[config.mk]
export PLATFORM = sky130hd
export DESIGN_NAME = rx_burst_fifo
export DESIGN_NICKNAME = d
export VERILOG_FILES = /design/src/rtl/rbf_pkg.sv /design/src/rtl/rbf_store.sv /design/src/rtl/rbf_level_cmp.sv /design/src/rtl/rbf_burst_fsm.sv /design/src/rtl/rx_burst_fifo.sv
export SDC_FILE = /design/constraint.sdc
export NUM_CORES = 1
export LEC_CHECK = 0
export ABC_AREA = 1
export BUFFER_PORTS_ARGS = -buffer_cell sky130_fd_sc_hd__buf_2
export CAP_MARGIN = 25
export CORE_ASPECT_RATIO = 1.5
export CORE_MARGIN = 8
export CORE_UTILIZATION = 60
export DETAILED_ROUTE_END_ITERATION = 16
export HOLD_SLACK_MARGIN = 0.12
export PLACE_DENSITY = 0.77
export SLEW_MARGIN = 10
export SYNTH_ARGS = -nofsm -noshare
export SYNTH_HDL_FRONTEND = slang
export SYNTH_SLANG_ARGS = --single-unit
[constraint.sdc]
create_clock -name clk -period 9.65 [get_ports clk]
set_input_delay 0.4825 -clock clk [delete_from_list [all_inputs] [get_ports clk]]
set_output_delay 0.4825 -clock clk [all_outputs]
set_load 0.01 [all_outputs]
[src/rtl/rbf_pkg.sv]
// Package: shared types and sizing helpers for the receive burst FIFO.
// Assumes: four threshold steps, one quarter of the depth each.
package rbf_pkg;

    // Number of selectable threshold steps (2-bit select).
    localparam int NUM_LVL = 4;

    // Burst request state.
    typedef enum logic [1:0] {
        ST_IDLE  = 2'd0,
        ST_REQ   = 2'd1,
        ST_BURST = 2'd2
    } burst_st_e;

endpackage

[src/rtl/rbf_store.sv]
// Module: rbf_store
// Dword storage with read and write pointers, a fill count and a count of
// end-of-copy marks still inside the buffer.
// Assumes: DEPTH is a power of two of at least 4; the caller reads only
// when the count is non-zero.
module rbf_store #(
    parameter int DATA_W = 32,
    parameter int DEPTH  = 32
) (
    input  logic                         clk,
    input  logic                         rst_n,
    input  logic                         wr_valid,
    input  logic [DATA_W-1:0]            wr_data,
    input  logic                         wr_last,
    input  logic                         pop,
    output logic                         push,
    output logic                         full,
    output logic [$clog2(DEPTH+1)-1:0]   count,
    output logic                         eoc_pend,
    output logic [DATA_W-1:0]            rd_data
);
    localparam int PTR_W = $clog2(DEPTH);
    localparam int CNT_W = $clog2(DEPTH+1);

    logic [DATA_W:0]  mem [DEPTH];
    logic [PTR_W-1:0] wptr;
    logic [PTR_W-1:0] rptr;
    logic [CNT_W-1:0] last_cnt;
    logic             head_last;

    // Accept a write only when there is room.
    assign full = (count == CNT_W'(DEPTH));
    assign push = wr_valid && !full;

    // Present the head entry and its end-of-copy tag.
    assign rd_data   = mem[rptr][DATA_W-1:0];
    assign head_last = mem[rptr][DATA_W];
    assign eoc_pend  = (last_cnt != '0);

    // Store the tagged dword (storage needs no reset).
    always_ff @(posedge clk) begin
        if (push) begin
            mem[wptr] <= {wr_last, wr_data};
        end
    end

    // Advance the pointers with wrap at the last entry.
    always_ff @(posedge clk) begin
        if (!rst_n) begin
            wptr <= '0;
            rptr <= '0;
        end else begin
            if (push) begin
                wptr <= (wptr == PTR_W'(DEPTH-1)) ? '0 : wptr + 1'b1;
            end
            if (pop) begin
                rptr <= (rptr == PTR_W'(DEPTH-1)) ? '0 : rptr + 1'b1;
            end
        end
    end

    // Track the fill level; a write and a read together cancel.
    always_ff @(posedge clk) begin
        if (!rst_n) begin
            count <= '0;
        end else begin
            case ({push, pop})
                2'b10:   count <= count + 1'b1;
                2'b01:   count <= count - 1'b1;
                default: count <= count;
            endcase
        end
    end

    // Count end-of-copy marks that have entered and not yet left.
    always_ff @(posedge clk) begin
        if (!rst_n) begin
            last_cnt <= '0;
        end else begin
            case ({push && wr_last, pop && head_last})
                2'b10:   last_cnt <= last_cnt + 1'b1;
                2'b01:   last_cnt <= last_cnt - 1'b1;
                default: last_cnt <= last_cnt;
            endcase
        end
    end

    AST_NO_OVERFLOW: assert property (@(posedge clk) disable iff (!rst_n)
        (full && !pop) |=> full);
    AST_NO_UNDERRUN: assert property (@(posedge clk) disable iff (!rst_n)
        pop |-> (count != '0));
    AST_MARKS_FIT: assert property (@(posedge clk) disable iff (!rst_n)
        last_cnt <= count);

endmodule

[src/rtl/rbf_level_cmp.sv]
// Module: rbf_level_cmp
// Compares the fill count with the selected quarter-step threshold.
// Assumes: thr_sel is stable while a burst is pending or running.
module rbf_level_cmp
    import rbf_pkg::*;
#(
    parameter int DEPTH = 32
) (
    input  logic [1:0]                 thr_sel,
    input  logic [$clog2(DEPTH+1)-1:0] count,
    output logic                       at_thr,
    output logic                       above_thr
);
    localparam int CNT_W   = $clog2(DEPTH+1);
    localparam int QUARTER = DEPTH / NUM_LVL;

    logic [CNT_W-1:0] thr_tab [NUM_LVL];
    logic [CNT_W-1:0] thr_dw;

    // Build one threshold per select code, a quarter of the depth apart.
    for (genvar g = 0; g < NUM_LVL; g++) begin : g_thr
        assign thr_tab[g] = CNT_W'((g + 1) * QUARTER);
    end

    // Pick the threshold and compare it with the level.
    always_comb begin
        thr_dw    = thr_tab[thr_sel];
        at_thr    = (count >= thr_dw);
        above_thr = (count >  thr_dw);
    end

endmodule

[src/rtl/rbf_burst_fsm.sv]
// Module: rbf_burst_fsm
// Decides when to request the bus, when to read, and when a burst ends.
// Assumes: bus_gnt is only given while bus_req is high; bus_lost pulses
// when another master takes the bus.
module rbf_burst_fsm
    import rbf_pkg::*;
#(
    parameter int DEPTH = 32
) (
    input  logic                       clk,
    input  logic                       rst_n,
    input  logic                       bus_gnt,
    input  logic                       bus_lost,
    input  logic [$clog2(DEPTH+1)-1:0] count,
    input  logic                       push,
    input  logic                       at_thr,
    input  logic                       above_thr,
    input  logic                       eoc_pend,
    output logic                       pop,
    output logic                       bus_req
);
    localparam int CNT_W = $clog2(DEPTH+1);

    burst_st_e state;
    burst_st_e state_nx;
    logic      empty;
    logic      start;
    logic      owned;
    logic      drains;

    // Derive the start and ownership conditions.
    always_comb begin
        empty  = (count == '0);
        start  = at_thr || (eoc_pend && !empty);
        owned  = bus_gnt && !bus_lost;
        pop    = (state == ST_BURST) && owned && !empty;
        drains = pop && !push && (count == CNT_W'(1));
    end

    // Choose the next state of the request machine.
    always_comb begin
        state_nx = state;
        case (state)
            ST_IDLE: begin
                if (start) state_nx = ST_REQ;
            end
            ST_REQ: begin
                if (owned) state_nx = ST_BURST;
            end
            ST_BURST: begin
                if (!owned) begin
                    state_nx = above_thr ? ST_REQ : ST_IDLE;
                end else if (drains || empty) begin
                    state_nx = ST_IDLE;
                end
            end
            default: state_nx = ST_IDLE;
        endcase
    end

    // Register the state.
    always_ff @(posedge clk) begin
        if (!rst_n) begin
            state <= ST_IDLE;
        end else begin
            state <= state_nx;
        end
    end

    // Request the bus in every state except idle.
    assign bus_req = (state != ST_IDLE);

    AST_THR_START: assert property (@(posedge clk) disable iff (!rst_n)
        (state == ST_IDLE && at_thr) |=> bus_req);
    AST_EOC_START: assert property (@(posedge clk) disable iff (!rst_n)
        (state == ST_IDLE && eoc_pend && !empty) |=> bus_req);
    AST_QUIET_BELOW: assert property (@(posedge clk) disable iff (!rst_n)
        (state == ST_IDLE && !at_thr && !eoc_pend) |=> !bus_req);
    AST_LOST_RETRY: assert property (@(posedge clk) disable iff (!rst_n)
        (state == ST_BURST && !owned && above_thr) |=> bus_req);
    AST_EMPTY_DROP: assert property (@(posedge clk) disable iff (!rst_n)
        (state == ST_BURST && drains) |=> !bus_req);
    AST_NO_READ_LOST: assert property (@(posedge clk) disable iff (!rst_n)
        bus_lost |-> !pop);

endmodule

[src/rtl/rx_burst_fifo.sv]
// Module: rx_burst_fifo (top)
// Receive burst FIFO: buffers DMA dwords and requests bus bursts on a
// programmable threshold or at the end of a copy.
// Assumes: the bus side takes rd_data in every cycle rd_valid is high.
module rx_burst_fifo #(
    parameter int DATA_W = 32,
    parameter int DEPTH  = 32
) (
    input  logic              clk,
    input  logic              rst_n,
    input  logic [1:0]        thr_sel,
    input  logic              wr_valid,
    input  logic [DATA_W-1:0] wr_data,
    input  logic              wr_last,
    output logic              wr_ready,
    input  logic              bus_gnt,
    input  logic              bus_lost,
    output logic              bus_req,
    output logic              rd_valid,
    output logic [DATA_W-1:0] rd_data
);
    localparam int CNT_W = $clog2(DEPTH+1);

    logic [CNT_W-1:0] count;
    logic             push;
    logic             pop;
    logic             full;
    logic             eoc_pend;
    logic             at_thr;
    logic             above_thr;

    rbf_store #(.DATA_W(DATA_W), .DEPTH(DEPTH)) u_store (
        .clk      (clk),
        .rst_n    (rst_n),
        .wr_valid (wr_valid),
        .wr_data  (wr_data),
        .wr_last  (wr_last),
        .pop      (pop),
        .push     (push),
        .full     (full),
        .count    (count),
        .eoc_pend (eoc_pend),
        .rd_data  (rd_data)
    );

    rbf_level_cmp #(.DEPTH(DEPTH)) u_cmp (
        .thr_sel   (thr_sel),
        .count     (count),
        .at_thr    (at_thr),
        .above_thr (above_thr)
    );

    rbf_burst_fsm #(.DEPTH(DEPTH)) u_fsm (
        .clk       (clk),
        .rst_n     (rst_n),
        .bus_gnt   (bus_gnt),
        .bus_lost  (bus_lost),
        .count     (count),
        .push      (push),
        .at_thr    (at_thr),
        .above_thr (above_thr),
        .eoc_pend  (eoc_pend),
        .pop       (pop),
        .bus_req   (bus_req)
    );

    assign wr_ready = !full;
    assign rd_valid = pop;

    AST_READ_OWNED: assert property (@(posedge clk) disable iff (!rst_n)
        rd_valid |-> (bus_req && bus_gnt));
    AST_FULL_STALL: assert property (@(posedge clk) disable iff (!rst_n)
        (!wr_ready && !rd_valid) |=> !wr_ready);

endmodule

==> flow_summary.ini, run 1 <==
[routing]
route.detailed.drc = 0
drt_iter0_drc = 4339
vias = 29700
drtPass1Iterations = 6
ant_nets = 0
totalWireLength_um = 116000
wl_per_cell_um = 24.3
routed_via_density = 6.24

[sta]
hold_viol = 0
post-route-period-util_pct = 52.9
finalSetupTns_ns = 0
holdWs_ns = 0.179
finClkSkew_ns = 0.0327
period_needed_ns = 5.11
rsz0062_at_grt = no
relSlewSlack_pct = 32.7
worst_pin_slew_ns = 1.01
setup_violations = 0
drv_slew = 0
max_freq_ghz = 0.196

[worst_setup_path]
crit_buf_inv = 3
slowest_stage = dfxtp_4
worstPathCellList = buf_4 -> buf_4 -> nand2_1 -> nand3_1 -> nand3_1 -> nand2_1 -> nand2_1 -> nand3_1 -> o21a_1 -> buf_2
required_ns = 9.17
setup.worst_path.start_class = flop
critPathCaptureType = primary output
crit_type = reg2out
cpPeakStageDelay_ns = 0.90
cp_max_fo = 95
worstPathArrival_ns = 4.62
critPathTopFamily = buffers and inverters

[layout]
final_nets = 3813
multiInputGateArea_mm2 = 0.0107
drive_above_1_share_pct = 8.13
syn_to_final_growth_pct = 9.61
final_util_pct = 66.0
final_area_mm2 = 0.0483
seq_area_mm2 = 0.0323
fillers = 5062

[floorplanning]
core-area_mm2 = 0.0733
die_y_um = 348
fp-row-count = 122
pin_count = 75
dieArea_mm2 = 0.0826
initial_core_util_pct = 60.2
die_x_um = 237

[logic_synthesis]
syn_area_per_cell_um2 = 11.7
syn_area_mm2 = 0.0441
synth_top_area_share_pct = 71.9
synthCells = 3757
ys_top_cells_by_area = edfxtp_1 72%, nand2_1 11%, nand3_1 9.5%
synth_cell_types = 27
ys_ff_latch = 1085
yosysWarnings = 0
syn-num-nets = 3818
synth.yosys.seq_area_share_pct = 73.2
yosysTopAreaCell = edfxtp_1

[clocking]
clkTransAtPathRegs_ns = 0.07
cts_root_buffer = clkbuf_16
clock_latency_ns = 0.67
clockBufferDepth = 3
tritoncts = built
numCtsBuffers = 91
h-tree-depth = 3
cts_hold_buf = 0
post_cts.repair.setup_buffers = 0
cts.repair.resized = 0
cts.sinks = 1085

[global_routing]
grt_pass1_wl_um = 172000
grt_max_degree = 187
grt_pass1_vias = 29000
grt_usage_pct = 27.5
antenna_found_initial = 5
overflow = 0

[place]
placed_area_mm2 = 0.0452
port_buffers = 74
dp_hpwl_um = 57700
gp_congestion = 0.807

[power]
vdd_ir_drop_max_uv = 188
p_per_area_mw_per_mm2 = 192
p_leak_nw = 17.3
power_w = 0.00926

[status]
outcome = finished, final reports clean

[job]
max-cap-violations = 0

[hold_path]
hp-class = in2reg
## layout make-up
cell class / instances / area share (%)
flip-flops and latches: 1085 / 66.8
multi-input cells: 2386 / 22.2
clock buffers: 113 / 5.01
well taps: 930 / 2.41
repair buffers: 129 / 1.74
clock inverters: 54 / 1.31
inverters: 59 / 0.500
diodes: 3 / 0.0155
## layout by cell type (no fill, tap or decap), types with 4 or more instances in the layout
master / synthesis / final
nand2_1: 1333 / 1333
edfxtp_1: 1056 / 1056
nand3_1: 837 / 837
clkbuf_16: 0 / 94
buf_2: 127 / 74
inv_1: 53 / 51
buf_4: 20 / 51
a21oi_1: 50 / 50
nor2_1: 65 / 37
o21a_1: 32 / 32
nor2_4: 0 / 28
dfxtp_1: 29 / 24
ha_1: 20 / 20
o21ai_0: 19 / 19
clkbuf_1: 48 / 19
clkinv_2: 0 / 16
bufinv_16: 0 / 13
clkinv_1: 2 / 13
clkinvlp_4: 0 / 7
nor3_1: 10 / 6
inv_2: 4 / 5
o211ai_1: 4 / 4
nor3_2: 0 / 4
nand4_1: 4 / 4
dfxtp_4: 0 / 4
## synthesized netlist by cell type
master and count:
o21a_1 32, nor3_1 10, o21ai_1 1, inv_2 4, o21ai_0 19, a21oi_1 50, buf_4 20, fa_1 1
xnor2_1 1, buf_1 30, inv_1 53, nand2_1 1333, nand3_1 837, xor2_1 3, nor2_1 65, clkinv_1 2
ha_1 20, clkbuf_1 48, nor3b_1 3, buf_2 127, nand4_1 4, dfxtp_1 29, buf_6 2, nand3b_1 1
or2_2 2, o211ai_1 4, edfxtp_1 1056
## registers in the layout, indices dropped and copies added, names as in the netlist, named ones only
name and cells:
u_store.mem 1056, u_store.rptr 5, u_store.count 6, u_store.wptr 5, u_store.last_cnt 6, u_fsm.state 2
## power by group
part	internal (W)	total [W]	switching, W	leakage [nW]
Sequential	0.00520	0.00521	0.0000124	9.75
Combinational	0.0000591	0.000253	0.000193	6.06
Clock	0.00214	0.00380	0.00165	1.48
## metal layers
layer  share of wire, %  vias up  GRT usage, %
met5              0.033        -             0
met4                5.3        6          14.3
met3                 10      359          4.61
met2                 49     1863          46.5
met1                 35    14300          33.9
li1                   -    13100             -
## stage by stage
step | setup WS [ns] | instances
after detailed placement | 5.09 | 4588
final | 4.54 | 4759
after floorplan | 5.74 | 3757
after CTS | 4.58 | 4755
after global placement | 5.05 | 4588
after global routing | 4.28 | 4756
## worst min-delay path: cells and delay by family
family	cells	cell delay [ns]
buffers and inverters	1	0.19
AND/OR/NAND/NOR	2	0.13
## kinds of logic after synthesis
kind of cell / count (synthesis) / share of synthesized area [%]
AO/OA/AOI/OAI: 106 / 1.41
XOR/XNOR: 4 / 0.0795
adder cells (fa/ha/maj): 21 / 0.613
buffers and inverters: 286 / 3.00
flip-flops: 1085 / 73.2
AND/OR/NAND/NOR: 2255 / 21.7
## final timing paths
path	from	endpoint	slack (ns)	cells after the start
worst max-delay path	flop	rd_data[21]	4.54	10
worst min-delay path	rst_n	u_store.count[5]$_SDFFE_PN0P_	0.18	3
worst max register to register	flop	u_store.last_cnt[4]$_SDFFE_PN0P_	4.97	15
worst min register to register	u_store.last_cnt[5]$_SDFFE_PN0P_	u_store.last_cnt[5]$_SDFFE_PN0P_	0.49	2
Note: power is estimated with default switching activity, not from simulation.
==> inputs of run 2 (changes only) <==
--- a/config.mk
+++ b/config.mk
@@ -5,7 +5,7 @@
 export SDC_FILE = /design/constraint.sdc
 export NUM_CORES = 1
 export LEC_CHECK = 0
-export ABC_AREA = 1
+export ABC_AREA = 0
 export BUFFER_PORTS_ARGS = -buffer_cell sky130_fd_sc_hd__buf_2
 export CAP_MARGIN = 25
 export CORE_ASPECT_RATIO = 1.5
==> constraint.sdc (replaced) <==
create_clock -name clk -period 5 [get_ports clk]
set_input_delay 0.25 -clock clk [delete_from_list [all_inputs] [get_ports clk]]
set_output_delay 0.25 -clock clk [all_outputs]
set_load 0.01 [all_outputs]
==> run 2 against run 1 <==
Compared with the run above:
- core utilization up 2.3 points
- clock power up 92%
- setup slack worse by 3.9 ns
- clock-buffer cell count up 9
- final area down 2.4%
- clock skew down 0.0070 ns
- area after synthesis down 5.1%
- register-to-register slack worse by 3.9 ns
- non-clock buffer count up 42
- critical path type unchanged
- highest routed layer is now met4
==> flow_summary.ini, run 2 <==
[clocking]
h-tree-depth = 3
post_cts.repair.setup_buffers = 0
clkTransAtPathRegs_ns = 0.07
numCtsBuffers = 94
cts_root_buffer = clkbuf_16
tritoncts = built
clock_latency_ns = 0.68
cts.sinks = 1085
cts.repair.resized = 0
clockBufferDepth = 3

[layout]
largest_reg_flops = 1056
syn_to_final_growth_pct = 12.7
drive_above_1_share_pct = 34.0
final_nets = 1986
fillers = 3990
largest_register = u_store.mem
reg_top3 = u_store.mem: 1056 flops, u_store.count: 6 flops, u_store.last_cnt: 6 flops
layout_commonest_cell = edfxtp_1
final_area_mm2 = 0.0472
multiInputGateArea_mm2 = 0.00931
seq_area_mm2 = 0.0323
antenna_cells = 0
final_cell_mix = 1,056 x edfxtp_1, 329 x mux4_2, 96 x clkbuf_16

[global_routing]
met2_usage_pct = 44.9
grt.met1_usage_pct = 31.8
top_usage_layer = met2
grt_pass1_wl_um = 145000
met3_usage_pct = 4.74
grt_pass1_vias = 21100
antenna_found_initial = 0
grt_usage_pct = 25.8
grt_max_degree = 122
overflow = 0

[routing]
wl_per_cell_um = 34.8
ant_nets = 0
drtPass1Iterations = 5
vias = 19900
routed_via_density = 6.86
drt_iter0_drc = 2348
route.detailed.drc = 0
totalWireLength_um = 101000

[logic_synthesis]
synth.yosys.seq_area_share_pct = 77.2
ys_ff_latch = 1085
yosysWarnings = 0
syn_area_mm2 = 0.0418
yosysTopAreaCell = edfxtp_1
synthCells = 1745
syn_area_per_cell_um2 = 24.0
syn-num-nets = 1806
synth_top_area_share_pct = 75.8
synthArstFlopShare_pct = 0
synth_most_common_cell = edfxtp_1
synth_flop_cell = edfxtp_1
synth_cell_types = 48
synth_common_cells = 1,056 x edfxtp_1, 329 x mux4_2, 41 x clkbuf_1, 41 x nor2_1, 32 x mux2_2
ys_top_cells_by_area = edfxtp_1 76%, mux4_2 18%, dfxtp_1 1.4%
synth_edf_count = 1056

[sta]
finalSetupTns_ns = 0
rsz0062_at_grt = no
post-route-period-util_pct = 87.6
drv_slew = 0
period_needed_ns = 4.38
hold_viol = 0
finClkSkew_ns = 0.0257
worst_pin_slew_ns = 1.14
setup_violations = 0
holdWs_ns = 0.164
max_freq_ghz = 0.228
relSlewSlack_pct = 23.6
setup_ws_ns = 0.621

[worst_setup_path]
setup.worst_path.start_class = flop
slowest_stage = buf_4
worstPathArrival_ns = 4.13
rrSetupSlack_ns = 1.04
cp_max_fo = 38
worstPathCellList = buf_4 -> buf_4 -> mux4_2 -> mux4_2 -> mux2_2 -> buf_2
critPathTopFamily = buffers and inverters
crit_buf_inv = 3
crit_type = reg2out
required_ns = 4.75
cpPeakStageDelay_ns = 0.67
critPathCaptureType = primary output

[status]
outcome = finished, final reports clean

[floorplanning]
initial_core_util_pct = 60.6
die_x_um = 232
pin_count = 75
core-area_mm2 = 0.0691
fp-row-count = 118
die_y_um = 339
dieArea_mm2 = 0.0786

[power]
power_w = 0.0177
p_leak_nw = 14.3
vdd_ir_drop_max_uv = 323
p_per_area_mw_per_mm2 = 375

[place]
port_buffers = 74
gp_congestion = 0.760
dpl_worst_slack_ns = 1.08
placed_area_mm2 = 0.0438
dp_hpwl_um = 50600

[job]
max-cap-violations = 0

[hold_path]
hp-class = in2reg
run 2: cell count changes in the layout (fill, tap and decap cells not counted), sizes merged, moves of 9 or more:
cell	previous run	this run
a21oi	50	7
and2	0	13
clkbuf	113	122
dlygate4sd3	0	37
inv	62	20
mux2	0	32
mux4	0	329
nand2	1333	19
nand3	837	5
nor2	65	41
o21a	32	2
run 2: path summary, 6_finish.rpt:
check,to,cells past startpoint,from
max,rd_data[30],6,flop
min,u_store.wptr[1]$_SDFFE_PN0P_,4,wr_valid
max reg2reg,u_store.last_cnt[5]$_SDFFE_PN0P_,12,u_store.count[0]$_SDFFE_PN0P_
min reg2reg,u_store.wptr[1]$_SDFFE_PN0P_,2,u_store.wptr[1]$_SDFFE_PN0P_
run 2: worst register-to-register path: cells and delay by family, from the launching register on:
family / cells / cell delay [ns]
AND/OR/NAND/NOR: 4 / 1.62
flip-flops: 1 / 0.36
buffers and inverters: 1 / 0.08
adder cells (fa/ha/maj): 3 / 0.84
AO/OA/AOI/OAI: 3 / 0.84
XOR/XNOR: 1 / 0.11
run 2: layer usage:
| metal | vias up | wire length (um) |
|---|---|---|
| li1 | 7826 | - |
| met1 | 10500 | 34800 |
| met2 | 1282 | 53800 |
| met3 | 278 | 8350 |
| met4 | 0 | 4230 |
| met5 | - | 0 |
run 2: layout make-up:
| cell class | count | share of cell area, % |
|---|---|---|
| sequential | 1085 | 68.5 |
| multi-input combinational | 555 | 19.7 |
| clock buffer | 122 | 5.36 |
| timing repair buffer | 171 | 2.85 |
| tap | 900 | 2.39 |
| clock inverter | 51 | 1.06 |
| inverter | 18 | 0.143 |
run 2: cell families after synthesis:
family,Yosys count,synth area share (%)
buf+inv,105,1.17
fa+ha+maj,21,0.646
compound gates,41,0.658
xor+xnor,9,0.188
flops,1085,77.2
simple gates,117,1.47
mux,367,18.7
run 2: where the power goes:
| group | internal, W | leakage [nW] | total [W] | switching [W] |
|---|---|---|---|---|
| combinational | 0.000131 | 3.09 | 0.000383 | 0.000252 |
| sequential | 0.0100 | 9.75 | 0.0100 | 0.0000190 |
| clock | 0.00401 | 1.47 | 0.00728 | 0.00327 |
run 2: timing repair:
action	CTS	global route
endpoints found under the setup margin	0	0
hold endpoints to repair	1072	0
hold buffers	37	0
run 2: stage by stage:
step / std cells / util [%]
floorplan: 1745 / -
global placement: 2690 / 63.3
detailed placement: 2691 / 63.3
CTS: 2901 / 68.2
global route: 2902 / 68.3
finish: 2902 / 68.3
